==> config.mk <==
export PLATFORM = sky130hd
export DESIGN_NAME = rxf_addr_filter
export DESIGN_NICKNAME = d
export VERILOG_FILES = /design/src/rtl/rxf_pkg.sv /design/src/rtl/rxf_hdr_capture.sv /design/src/rtl/rxf_hash.sv /design/src/rtl/rxf_match.sv /design/src/rtl/rxf_addr_filter.sv
export SDC_FILE = /design/constraint.sdc
export NUM_CORES = 1
export LEC_CHECK = 0
export BUFFER_PORTS_ARGS = -buffer_cell sky130_fd_sc_hd__buf_2
export CAP_MARGIN = 20
export CORE_AREA = 2 2 137 139
export CTS_BUF_LIST = sky130_fd_sc_hd__clkbuf_4 sky130_fd_sc_hd__clkbuf_8 sky130_fd_sc_hd__clkbuf_16
export CTS_CLUSTER_SIZE = 20
export DETAILED_ROUTE_END_ITERATION = 10
export DIE_AREA = 0 0 139 141
export HOLD_SLACK_MARGIN = 0.08
export PLACE_DENSITY_LB_ADDON = 0.25
export SYNTH_ARGS = -nofsm -noshare
export SYNTH_HDL_FRONTEND = slang
export SYNTH_HIERARCHICAL = 1
export SYNTH_SLANG_ARGS = --single-unit
==> constraint.sdc <==
create_clock -name clk_i -period 9 [get_ports clk_i]
set_clock_uncertainty 0.05 [all_clocks]
set_input_delay 2.7 -clock clk_i [delete_from_list [all_inputs] [get_ports clk_i]]
set_output_delay 2.7 -clock clk_i [all_outputs]
set_load 0.01 [all_outputs]
==> src/rtl/rxf_pkg.sv <==
package rxf_pkg;
  localparam int ADDR_W    = 48;
  localparam int TYPE_W    = 16;
  localparam int HDR_BYTES = 14;
  localparam int IDX_W     = 2;

  typedef enum logic [2:0] {
    MR_NONE  = 3'd0,
    MR_SPEC  = 3'd1,
    MR_TYPE  = 3'd2,
    MR_HASH  = 3'd3,
    MR_BCAST = 3'd4,
    MR_ALL   = 3'd5
  } match_src_e;

  typedef struct packed {
    match_src_e       src;
    logic [IDX_W-1:0] idx;
  } reason_t;
endpackage

==> src/rtl/rxf_hdr_capture.sv <==
module rxf_hdr_capture
  import rxf_pkg::*;
(
  input  logic              clk_i,
  input  logic              rst_ni,
  input  logic              byte_vld_i,
  input  logic              sof_i,
  input  logic [7:0]        byte_i,
  output logic [ADDR_W-1:0] da_o,
  output logic [TYPE_W-1:0] type_o,
  output logic              start_o,
  output logic              last_o
);
  localparam int CNT_W  = $clog2(HDR_BYTES);
  localparam int DA_B   = ADDR_W / 8;
  localparam int TYPE_B = HDR_BYTES - 2;

  logic              active_q;
  logic [CNT_W-1:0]  cnt_q;
  logic [ADDR_W-1:0] da_q;
  logic [7:0]        th_q;

  assign start_o = byte_vld_i && sof_i;
  assign last_o  = byte_vld_i && !sof_i && active_q && (cnt_q == CNT_W'(HDR_BYTES - 1));
  assign da_o    = da_q;
  // low type byte is taken live so the decision lands one cycle after byte 13
  assign type_o  = {th_q, byte_i};

  always_ff @(posedge clk_i or negedge rst_ni) begin
    if (!rst_ni) begin
      active_q <= 1'b0;
      cnt_q    <= '0;
      da_q     <= '0;
      th_q     <= '0;
    end else if (start_o) begin
      active_q   <= 1'b1;
      cnt_q      <= CNT_W'(1);
      da_q[7:0]  <= byte_i;
    end else if (byte_vld_i && active_q) begin
      if (cnt_q < CNT_W'(DA_B)) da_q[8*int'(cnt_q) +: 8] <= byte_i;
      if (cnt_q == CNT_W'(TYPE_B)) th_q <= byte_i;
      if (cnt_q == CNT_W'(HDR_BYTES - 1)) active_q <= 1'b0;
      cnt_q <= cnt_q + 1'b1;
    end
  end

  p_cnt_range_r2: assert property (@(posedge clk_i) disable iff (!rst_ni)
    active_q |-> (cnt_q < CNT_W'(HDR_BYTES)));
endmodule

==> src/rtl/rxf_hash.sv <==
module rxf_hash #(
  parameter int ADDR_W    = 48,
  parameter int HASH_BITS = 6
) (
  input  logic [ADDR_W-1:0]         da_i,
  input  logic [2**HASH_BITS-1:0]   tbl_i,
  output logic [HASH_BITS-1:0]      idx_o,
  output logic                      hit_o
);
  always_comb begin
    idx_o = '0;
    for (int j = 0; j < ADDR_W; j++) idx_o[j % HASH_BITS] = idx_o[j % HASH_BITS] ^ da_i[j];
  end

  assign hit_o = tbl_i[idx_o];
endmodule

==> src/rtl/rxf_match.sv <==
module rxf_match
  import rxf_pkg::*;
#(
  parameter int N_SA  = 4,
  parameter int N_TID = 4
) (
  input  logic [ADDR_W-1:0]       da_i,
  input  logic [TYPE_W-1:0]       type_i,
  input  logic [N_SA*ADDR_W-1:0]  sa_addr_i,
  input  logic [N_SA-1:0]         sa_en_i,
  input  logic [N_TID*TYPE_W-1:0] tid_val_i,
  input  logic [N_TID-1:0]        tid_en_i,
  input  logic                    hash_hit_i,
  input  logic                    bcast_en_i,
  input  logic                    copy_all_i,
  output reason_t                 reason_o,
  output logic                    accept_o
);
  logic [N_SA-1:0]  sa_hit;
  logic [N_TID-1:0] tid_hit;
  logic             bc_hit;

  for (genvar i = 0; i < N_SA; i++) begin : g_sa
    assign sa_hit[i] = sa_en_i[i] && (da_i == sa_addr_i[i*ADDR_W +: ADDR_W]);
  end
  for (genvar i = 0; i < N_TID; i++) begin : g_tid
    assign tid_hit[i] = tid_en_i[i] && (type_i == tid_val_i[i*TYPE_W +: TYPE_W]);
  end
  assign bc_hit = bcast_en_i && (&da_i);

  // lowest priority first; later assignments override
  always_comb begin
    reason_o = '{src: MR_NONE, idx: '0};
    if (copy_all_i) reason_o = '{src: MR_ALL, idx: '0};
    if (bc_hit)     reason_o = '{src: MR_BCAST, idx: '0};
    if (hash_hit_i) reason_o = '{src: MR_HASH, idx: '0};
    for (int i = N_TID - 1; i >= 0; i--)
      if (tid_hit[i]) reason_o = '{src: MR_TYPE, idx: IDX_W'(i)};
    for (int i = N_SA - 1; i >= 0; i--)
      if (sa_hit[i]) reason_o = '{src: MR_SPEC, idx: IDX_W'(i)};
  end

  assign accept_o = (reason_o.src != MR_NONE);
endmodule

==> src/rtl/rxf_addr_filter.sv <==
module rxf_addr_filter
  import rxf_pkg::*;
#(
  parameter int N_SA      = 4,
  parameter int N_TID     = 4,
  parameter int HASH_BITS = 6
) (
  input  logic                    clk_i,
  input  logic                    rst_ni,
  input  logic                    byte_vld_i,
  input  logic                    sof_i,
  input  logic [7:0]              byte_i,
  input  logic [N_SA*48-1:0]      sa_addr_i,
  input  logic [N_SA-1:0]         sa_en_i,
  input  logic [N_TID*16-1:0]     tid_val_i,
  input  logic [N_TID-1:0]        tid_en_i,
  input  logic [2**HASH_BITS-1:0] hash_tbl_i,
  input  logic                    bcast_en_i,
  input  logic                    copy_all_i,
  output logic                    dec_vld_o,
  output logic                    accept_o,
  output logic [4:0]              reason_o
);
  logic [ADDR_W-1:0]    da;
  logic [TYPE_W-1:0]    ty;
  logic                 start, last;
  logic [HASH_BITS-1:0] hash_idx;
  logic                 hash_hit;
  reason_t              reason_d, reason_q;
  logic                 acc_d, acc_q, vld_q;

  rxf_hdr_capture u_cap (
    .clk_i, .rst_ni, .byte_vld_i, .sof_i, .byte_i,
    .da_o(da), .type_o(ty), .start_o(start), .last_o(last)
  );

  rxf_hash #(.ADDR_W(ADDR_W), .HASH_BITS(HASH_BITS)) u_hash (
    .da_i(da), .tbl_i(hash_tbl_i), .idx_o(hash_idx), .hit_o(hash_hit)
  );

  rxf_match #(.N_SA(N_SA), .N_TID(N_TID)) u_match (
    .da_i(da), .type_i(ty), .sa_addr_i, .sa_en_i, .tid_val_i, .tid_en_i,
    .hash_hit_i(hash_hit), .bcast_en_i, .copy_all_i,
    .reason_o(reason_d), .accept_o(acc_d)
  );

  always_ff @(posedge clk_i or negedge rst_ni) begin
    if (!rst_ni) begin
      vld_q    <= 1'b0;
      acc_q    <= 1'b0;
      reason_q <= '{src: MR_NONE, idx: '0};
    end else if (start) begin
      vld_q    <= 1'b0;
      acc_q    <= 1'b0;
      reason_q <= '{src: MR_NONE, idx: '0};
    end else if (last) begin
      vld_q    <= 1'b1;
      acc_q    <= acc_d;
      reason_q <= reason_d;
    end
  end

  assign dec_vld_o = vld_q;
  assign accept_o  = acc_q;
  assign reason_o  = reason_q;

  p_timing_r2: assert property (@(posedge clk_i) disable iff (!rst_ni)
    last |=> dec_vld_o);
  p_sof_clears_r3: assert property (@(posedge clk_i) disable iff (!rst_ni)
    (byte_vld_i && sof_i) |=> (!dec_vld_o && !accept_o));
  p_hold_r3: assert property (@(posedge clk_i) disable iff (!rst_ni)
    (dec_vld_o && !(byte_vld_i && sof_i)) |=>
      (dec_vld_o && $stable(accept_o) && $stable(reason_o)));
  p_copy_all_r8: assert property (@(posedge clk_i) disable iff (!rst_ni)
    (last && copy_all_i) |=> accept_o);
  p_bcast_r7: assert property (@(posedge clk_i) disable iff (!rst_ni)
    (last && bcast_en_i && (&da)) |=> accept_o);
endmodule

==> results of run 1 <==
-- cell usage in the layout (no fill, tap or decap), types with 8 or more instances in the layout --
cell / synthesis / layout
nand2b_1: 10 / 10
xor2_1: 53 / 53
nand2_1: 21 / 21
clkbuf_16: 0 / 9
dfrtp_1: 68 / 68
mux4_1: 16 / 16
xnor2_1: 223 / 223
buf_2: 16 / 348
nand4_1: 61 / 61
nor2_1: 21 / 21
and3_2: 13 / 13
mux2i_1: 29 / 29
nand3_1: 11 / 11
inv_1: 25 / 25
and3_1: 8 / 8
mux2_2: 30 / 30
mux2_4: 8 / 8
nor4_1: 25 / 25
-- state kept, by name, summed over array words and instances, names as in the netlist --
name	cells
u_cap/th_q	8
dec_vld_o	1
u_cap/active_q	1
u_cap/da_o	48
reason_o	5
accept_o	1
u_cap/cnt_q	4
-- how the worst max path moves through the flow --
stage                       start              to  slack (ns)
finish              sa_addr_i[83]     reason_o[4]        3.62
global route        sa_addr_i[83]     reason_o[4]        3.63
CTS                 sa_addr_i[83]     reason_o[4]        3.82
detailed placement  sa_addr_i[83]     reason_o[4]        3.51
global placement    sa_addr_i[83]     reason_o[4]        3.53
floorplan              byte_vld_i  u_cap/da_o[41]        4.68
-- logic make-up (layout without fill, tap and decap cells) --
family          after synthesis  in the layout  synth area share, %
flops                        68             68                 22.5
fa+ha+maj                     4              4                0.662
mux                          89             89                 16.3
compound gates               46             46                 4.24
xor+xnor                    280            280                 33.1
buf+inv                     100            393                 6.88
simple gates                206            206                 16.3
other cells                   0              3                    0
-- layout make-up --
cell class,count,share of cell area [%]
Inverter,26,1.07
Timing Repair Buffer,351,18.5
Sequential cell,68,17.8
Multi-Input combinational cell,625,55.8
Clock buffer,11,2.64
Antenna cell,3,0.0784
Tap cell,234,3.06
Clock inverter,5,1.12
-- critical path, delay by kind of cell --
kind            cells  cell delay (ns)
xor+xnor            1             0.35
compound gates      1             0.42
simple gates        6             1.78
buf+inv             1             0.11
mux                 1             0.17
-- per-layer routing --
layer	track usage [%]	vias to the layer above	routed length [microns]
li1	-	3342	-
met1	35.0	3458	11200
met2	51.2	443	14700
met3	5.88	74	2720
met4	13.2	2	1490
met5	0	-	16
-- report_power, final --
| part | switching (W) | leakage, nW | internal (W) |
|---|---|---|---|
| registers | 0.000363 | 0.880 | 0.000384 |
| logic | 0.000894 | 3.27 | 0.00107 |
| clock network | 0.000131 | 0.176 | 0.000287 |
| total | 0.00139 | 4.32 | 0.00174 |
-- per-stage QoR --
| stage | cells | setup WS [ns] | area, sq um | total power (W) |
|---|---|---|---|---|
| 2_1_floorplan | 793 | 4.68 | 7560 | 0.00220 |
| 6_report | 1323 | 3.62 | 9580 | 0.00313 |
| 5_1_grt | 1322 | 3.63 | 9580 | 0.00328 |
| 4_1_cts | 1319 | 3.82 | 9560 | 0.00307 |
| 3_3_place_gp | 1303 | 3.53 | 9200 | 0.00261 |
| 3_5_place_dp | 1303 | 3.51 | 9200 | 0.00264 |
==> results by group, run 1 <==
Worst hold path
  • Worst Hold Launch: dec_vld_o
  • WHS Path Cells: 2
  • Hold Path Class: reg2reg
  • Hold endpoint: dec_vld_o

Synth
  • Yosys cell types: 67
  • Post-Syn Instances: 793
  • Synth area leaders: xnor2_1 (26%), dfrtp_1 (22%), xor2_1 (6.1%)
  • Syn_area_per_cell: 9.54 sq um
  • Ys async rst share: 100%
  • Most common cell in the synthesized netlist: xnor2_1
  • Synth warn: 6
  • Number of synthesized flops with an enable pin: 0
  • Synth Register Bits: between 60 and 70
  • Sequential cell area fraction in the yosys report: between 20% and 30%
  • Cell Area, Synth: between 0.007 and 0.008 sq mm
  • Commonest cells in the netlist: xnor2_1 (223), dfrtp_1 (68), nand4_1 (61), xor2_1 (53), clkbuf_1 (35)
  • Cell taking the most area after synthesis: xnor2_1
  • Share of the synthesized area in the top cell type: around 26%
  • Synth Flop Type: dfrtp_1
  • Post-synth net total: between 1,000 and 1,500

Drt
  • Initial DRT Pass Iterations: 5
  • Vias per cell: 5.53
  • DR iter-0 viols: approximately 560
  • DR DRC count: 0
  • Post-route ant nets: 0
  • Drt wl/cell: 22.8 microns
  • Routed wire length: approximately 30,000 microns
  • Vias: roughly 7,300

STA
  • Pins over their slew limit: 0
  • Final setup viols: 0
  • Crit path time final: 5.38 ns
  • Worst Hold Margin: between 0.4 and 0.5 ns
  • Final period utilization: 59.8%
  • Setup TNS: 0 ns
  • Max Clock Freq: 0.186 GHz
  • Rel. slew slack: 27.7%
  • RSZ-0062 raised after global routing: false
  • Worst-margin pin slew: 1.07 ns
  • Final Hold Viols: 0

CTS
  • CTS clk-pin slew, worst paths: around 0.060 ns
  • Post-CTS Setup Repair Bufs: 0
  • Clock buffer depth: 2
  • # resized after CTS: 0
  • CTS root buffer: clkbuf_16
  • Clock latency on the worst-skew pair: around 0.33 ns
  • CTS Buf Count: 9
  • CTS tree: done
  • Hold-fix buffers at CTS: 0
  • CTS H-tree lvls: 3
  • Clk sinks: 68

Setup path
  • Element type at the critical path end: register
  • Crit-path cells: buf_2, xnor2_1, nand4_1, nor4_1, nand4_1, o21ai_1, or2_1, nor4_1, mux2i_1, nor2_1
  • Reg2Reg Depth: 12
  • WS Path Type: in2reg
  • CP max stage cell: nor4_1
  • Startpoint types: primary input
  • CP peak stage delay: about 0.93 ns
  • Required time worst endpoint: approximately 9 ns
  • Worst R2R Start: u_cap/da_o[29]
  • Reg2reg setup slack: between 5 and 6 ns
  • Crit Path Max Fanout: 3
  • FF-to-FF End: reason_o[2]
  • Worst Path Arrival: 5.53 ns

Placement
  • RD Place Congestion: 0.947
  • IO Port Bufs: roughly 350
  • Detail Placement HPWL: 23,600 microns

Global routing
  • Tot GR Track Use: between 20 and 30%
  • Initial antenna violation count: 3
  • Largest net degree at the start of global routing: 69
  • First-pass GRT wire length: ~44,000 microns
  • Vias in the first global route: roughly 7,400
  • Grt total ovfl: 0

Final layout
  • Multi-input gate area: 0.00534 sq mm
  • Nets: 1,427
  • Fillcell total: 1,730
  • Layout area overhead: 26.6%
  • Share of layout cells above drive strength 1: around two fifths
  • Storage cell area: around 0.0017 sq mm
  • Final core utilization: between 50% and 60%

Floorplan
  • Die height: approximately 140 microns
  • Initial core utilization: between 40 and 50%
  • Num ports: between 300 and 400
  • Core Box Area: approximately 0.018 sq mm
  • Cell Rows: 50
  • Die Wd: approximately 140 microns
  • Die Area: roughly 0.020 sq mm

Pwr
  • Max VDD drop: 0.232 mV
  • Leakage: between 4 and 5 nW
  • PwrDens: 327 mW/mm^2

Status
  • Status: completed

Job
  • Max cap viols: 0
No activity file was read; power rests on OpenSTA's default activity.
==> run 2, diff against run 1 <==
- CORE_AREA: 2 2 137 139 -> 2 2 135 137
- DIE_AREA: 0 0 139 141 -> 0 0 137 139
- clock period: 9 -> 4.4 ns (I/O delays scaled with it)
==> run 2 against run 1 <==
  * Register-to-register slack got worse by 4.7 ns
  * Via count increased by 1.7%
  * Clock power up 72%
  * Largest cell class unchanged
  * Highest routed layer is now met4
==> results by group, run 2 (synthesized netlist as in run 1, its figures left out) <==
Status
  • Status: completed

STA
  • RSZ-0062 raised after global routing: false
  • Rel. slew slack: about a quarter
  • Final Hold Viols: 0
  • Final setup viols: 0
  • Max Clock Freq: between 0.2 and 0.3 GHz
  • Setup TNS: 0 ns
  • Worst-margin pin slew: about 1.1 ns
  • Pins over their slew limit: 0
  • Final period utilization: between 80% and 90%
  • Crit path time final: approximately 3.8 ns

Floorplan
  • Die Wd: between 100 and 150 microns
  • Core Box Area: 0.0177 sq mm
  • Cell Rows: between 40 and 50
  • Die Area: around 0.019 sq mm
  • Die height: 139 microns
  • Num ports: ~350
  • Initial core utilization: approximately 43%

Drt
  • DR iter-0 viols: between 500 and 600
  • Vias: 7,443
  • Vias per cell: 5.62
  • Drt wl/cell: approximately 23 microns
  • DR DRC count: 0
  • Routed wire length: 30,400 microns
  • Initial DRT Pass Iterations: 5
  • Post-route ant nets: 0

Pwr
  • Comb power frac: ~66%
  • Register share of total power: between 20% and 30%
  • Sw Ratio: 45.0%
  • NetSw: about 0.0028 W
  • PwrDens: between 600 and 700 mW/mm^2
  • Max VDD drop: 0.506 mV
  • Leakage: roughly 4.3 nW
  • Clock network fraction of total power: around an eighth
  • P_int: 0.00338 W

Final layout
  • Most frequent cells in the layout: buf_2 (348), xnor2_1 (223), dfrtp_1 (68)
  • Layout area overhead: 26.6%
  • Final std cells w/o fill: approximately 1,300
  • Nets: 1,436
  • Commonest non-fill, non-tap cell in the layout: buf_2
  • Share of layout cells above drive strength 1: about two fifths
  • Max FFs per register: 48
  • Post-route design area: roughly 0.0096 sq mm
  • Final core utilization: 54.2%

CTS
  • Clk sinks: ~70
  • CTS Buf Count: 9
  • Post-CTS Setup Repair Bufs: 0
  • Clock latency on the worst-skew pair: roughly 0.33 ns
  • CTS root buffer: clkbuf_16
  • CTS clk-pin slew, worst paths: roughly 0.060 ns
  • CTS tree: done
  • # resized after CTS: 0
  • Hold-fix buffers at CTS: 0
  • Clock buffer depth: 2
  • CTS H-tree lvls: 3

Global routing
  • Initial antenna violation count: 1
  • Vias in the first global route: ~7,400
  • First-pass GRT wire length: 43,300 microns
  • Tot GR Track Use: 30.6%
  • Largest net degree at the start of global routing: 69
  • Grt total ovfl: 0

Setup path
  • Required time worst endpoint: roughly 4.6 ns
  • WS Path Type: in2reg
  • Startpoint types: primary input
  • Worst Path Arrival: 3.99 ns
  • CP peak stage delay: ~0.81 ns
  • Buffer and inverter count on the worst path: 1
  • FF-to-FF End: accept_o
  • Reg2reg setup slack: around 0.64 ns
  • Reg2Reg Depth: 12
  • Delay-heaviest family, CP: simple AND/OR/NAND/NOR gates
  • Crit Path Max Fanout: 3
  • CP max stage cell: nor4_1
  • Crit-path cells: buf_2, xnor2_1, nand4_1, nor4_1, nand4_1, o21ai_1, or2_1, nor4_1, mux2i_1, nor2_1
  • Element type at the critical path end: register
  • Worst R2R Start: u_cap/da_o[37]

Worst hold path
  • Worst Hold Launch: dec_vld_o
  • Hold Path Class: reg2reg
  • Hold endpoint: dec_vld_o
  • WHS Path Cells: 2

Placement
  • RD Place Congestion: ~0.95
  • Area post-placement: around 0.0093 sq mm
  • Placed cells: about 1,300
  • Detail Placement HPWL: roughly 24,000 microns
  • IO Port Bufs: between 300 and 400

Job
  • Max cap viols: 0
[run 2: power by group through the flow]
stage | Clock, W | Sequential [W] | Combinational (W)
floorplan | 0 | 0.000950 | 0.00354
global placement | 0 | 0.00137 | 0.00392
detailed placement | 0 | 0.00138 | 0.00400
CTS | 0.000731 | 0.00136 | 0.00402
global route | 0.000763 | 0.00139 | 0.00434
finish | 0.000719 | 0.00139 | 0.00404
[run 2: worst max path at each step]
stage / from / to / slack, ns / cells past startpoint
after global placement: sa_addr_i[85] / reason_o[4] / 0.37 / 10
after detailed placement: sa_addr_i[83] / reason_o[4] / 0.39 / 10
final: sa_addr_i[83] / reason_o[4] / 0.57 / 10
after global routing: u_cap/da_o[37] / reason_o[2] / 0.44 / 12
after floorplan: byte_vld_i / u_cap/da_o[41] / 1.46 / 6
after CTS: u_cap/da_o[37] / reason_o[4] / 0.70 / 11
[run 2: through the flow]
stage                     hold slack [ns]  setup WS, ns  power [W]
after CTS                           0.443         0.704    0.00612
after floorplan                     0.430          1.46    0.00449
after global placement              0.427         0.373    0.00529
after detailed placement            0.429         0.395    0.00538
after global routing                0.503         0.445    0.00649
final                               0.436         0.567    0.00615
[run 2: worst register-to-register path, delay by kind of cell, from the launching register on]
family | cells | cell delay [ns]
mux | 6 | 1.47
flops | 1 | 0.49
simple gates | 3 | 0.34
xor+xnor | 3 | 1.27
[run 2: area by class of cell]
class                   instances  area, sq um
clock buffers                  10          233
multi-input cells             625         5340
flip-flops and latches         68         1700
fillers                      1655         8080
clock inverters                 6         63.8
diodes                          1         2.50
repair buffers                360         1840
well taps                     229          287
inverters                      26          103
[run 2: metal layers]
metal  vias up  part of all wire, %  track usage, %
met3       105                  8.8            6.58
met1      3519                   37            35.5
met5         -                    0               0
met2       459                   49            52.2
met4         0                  5.6            16.2
li1       3360                    -               -
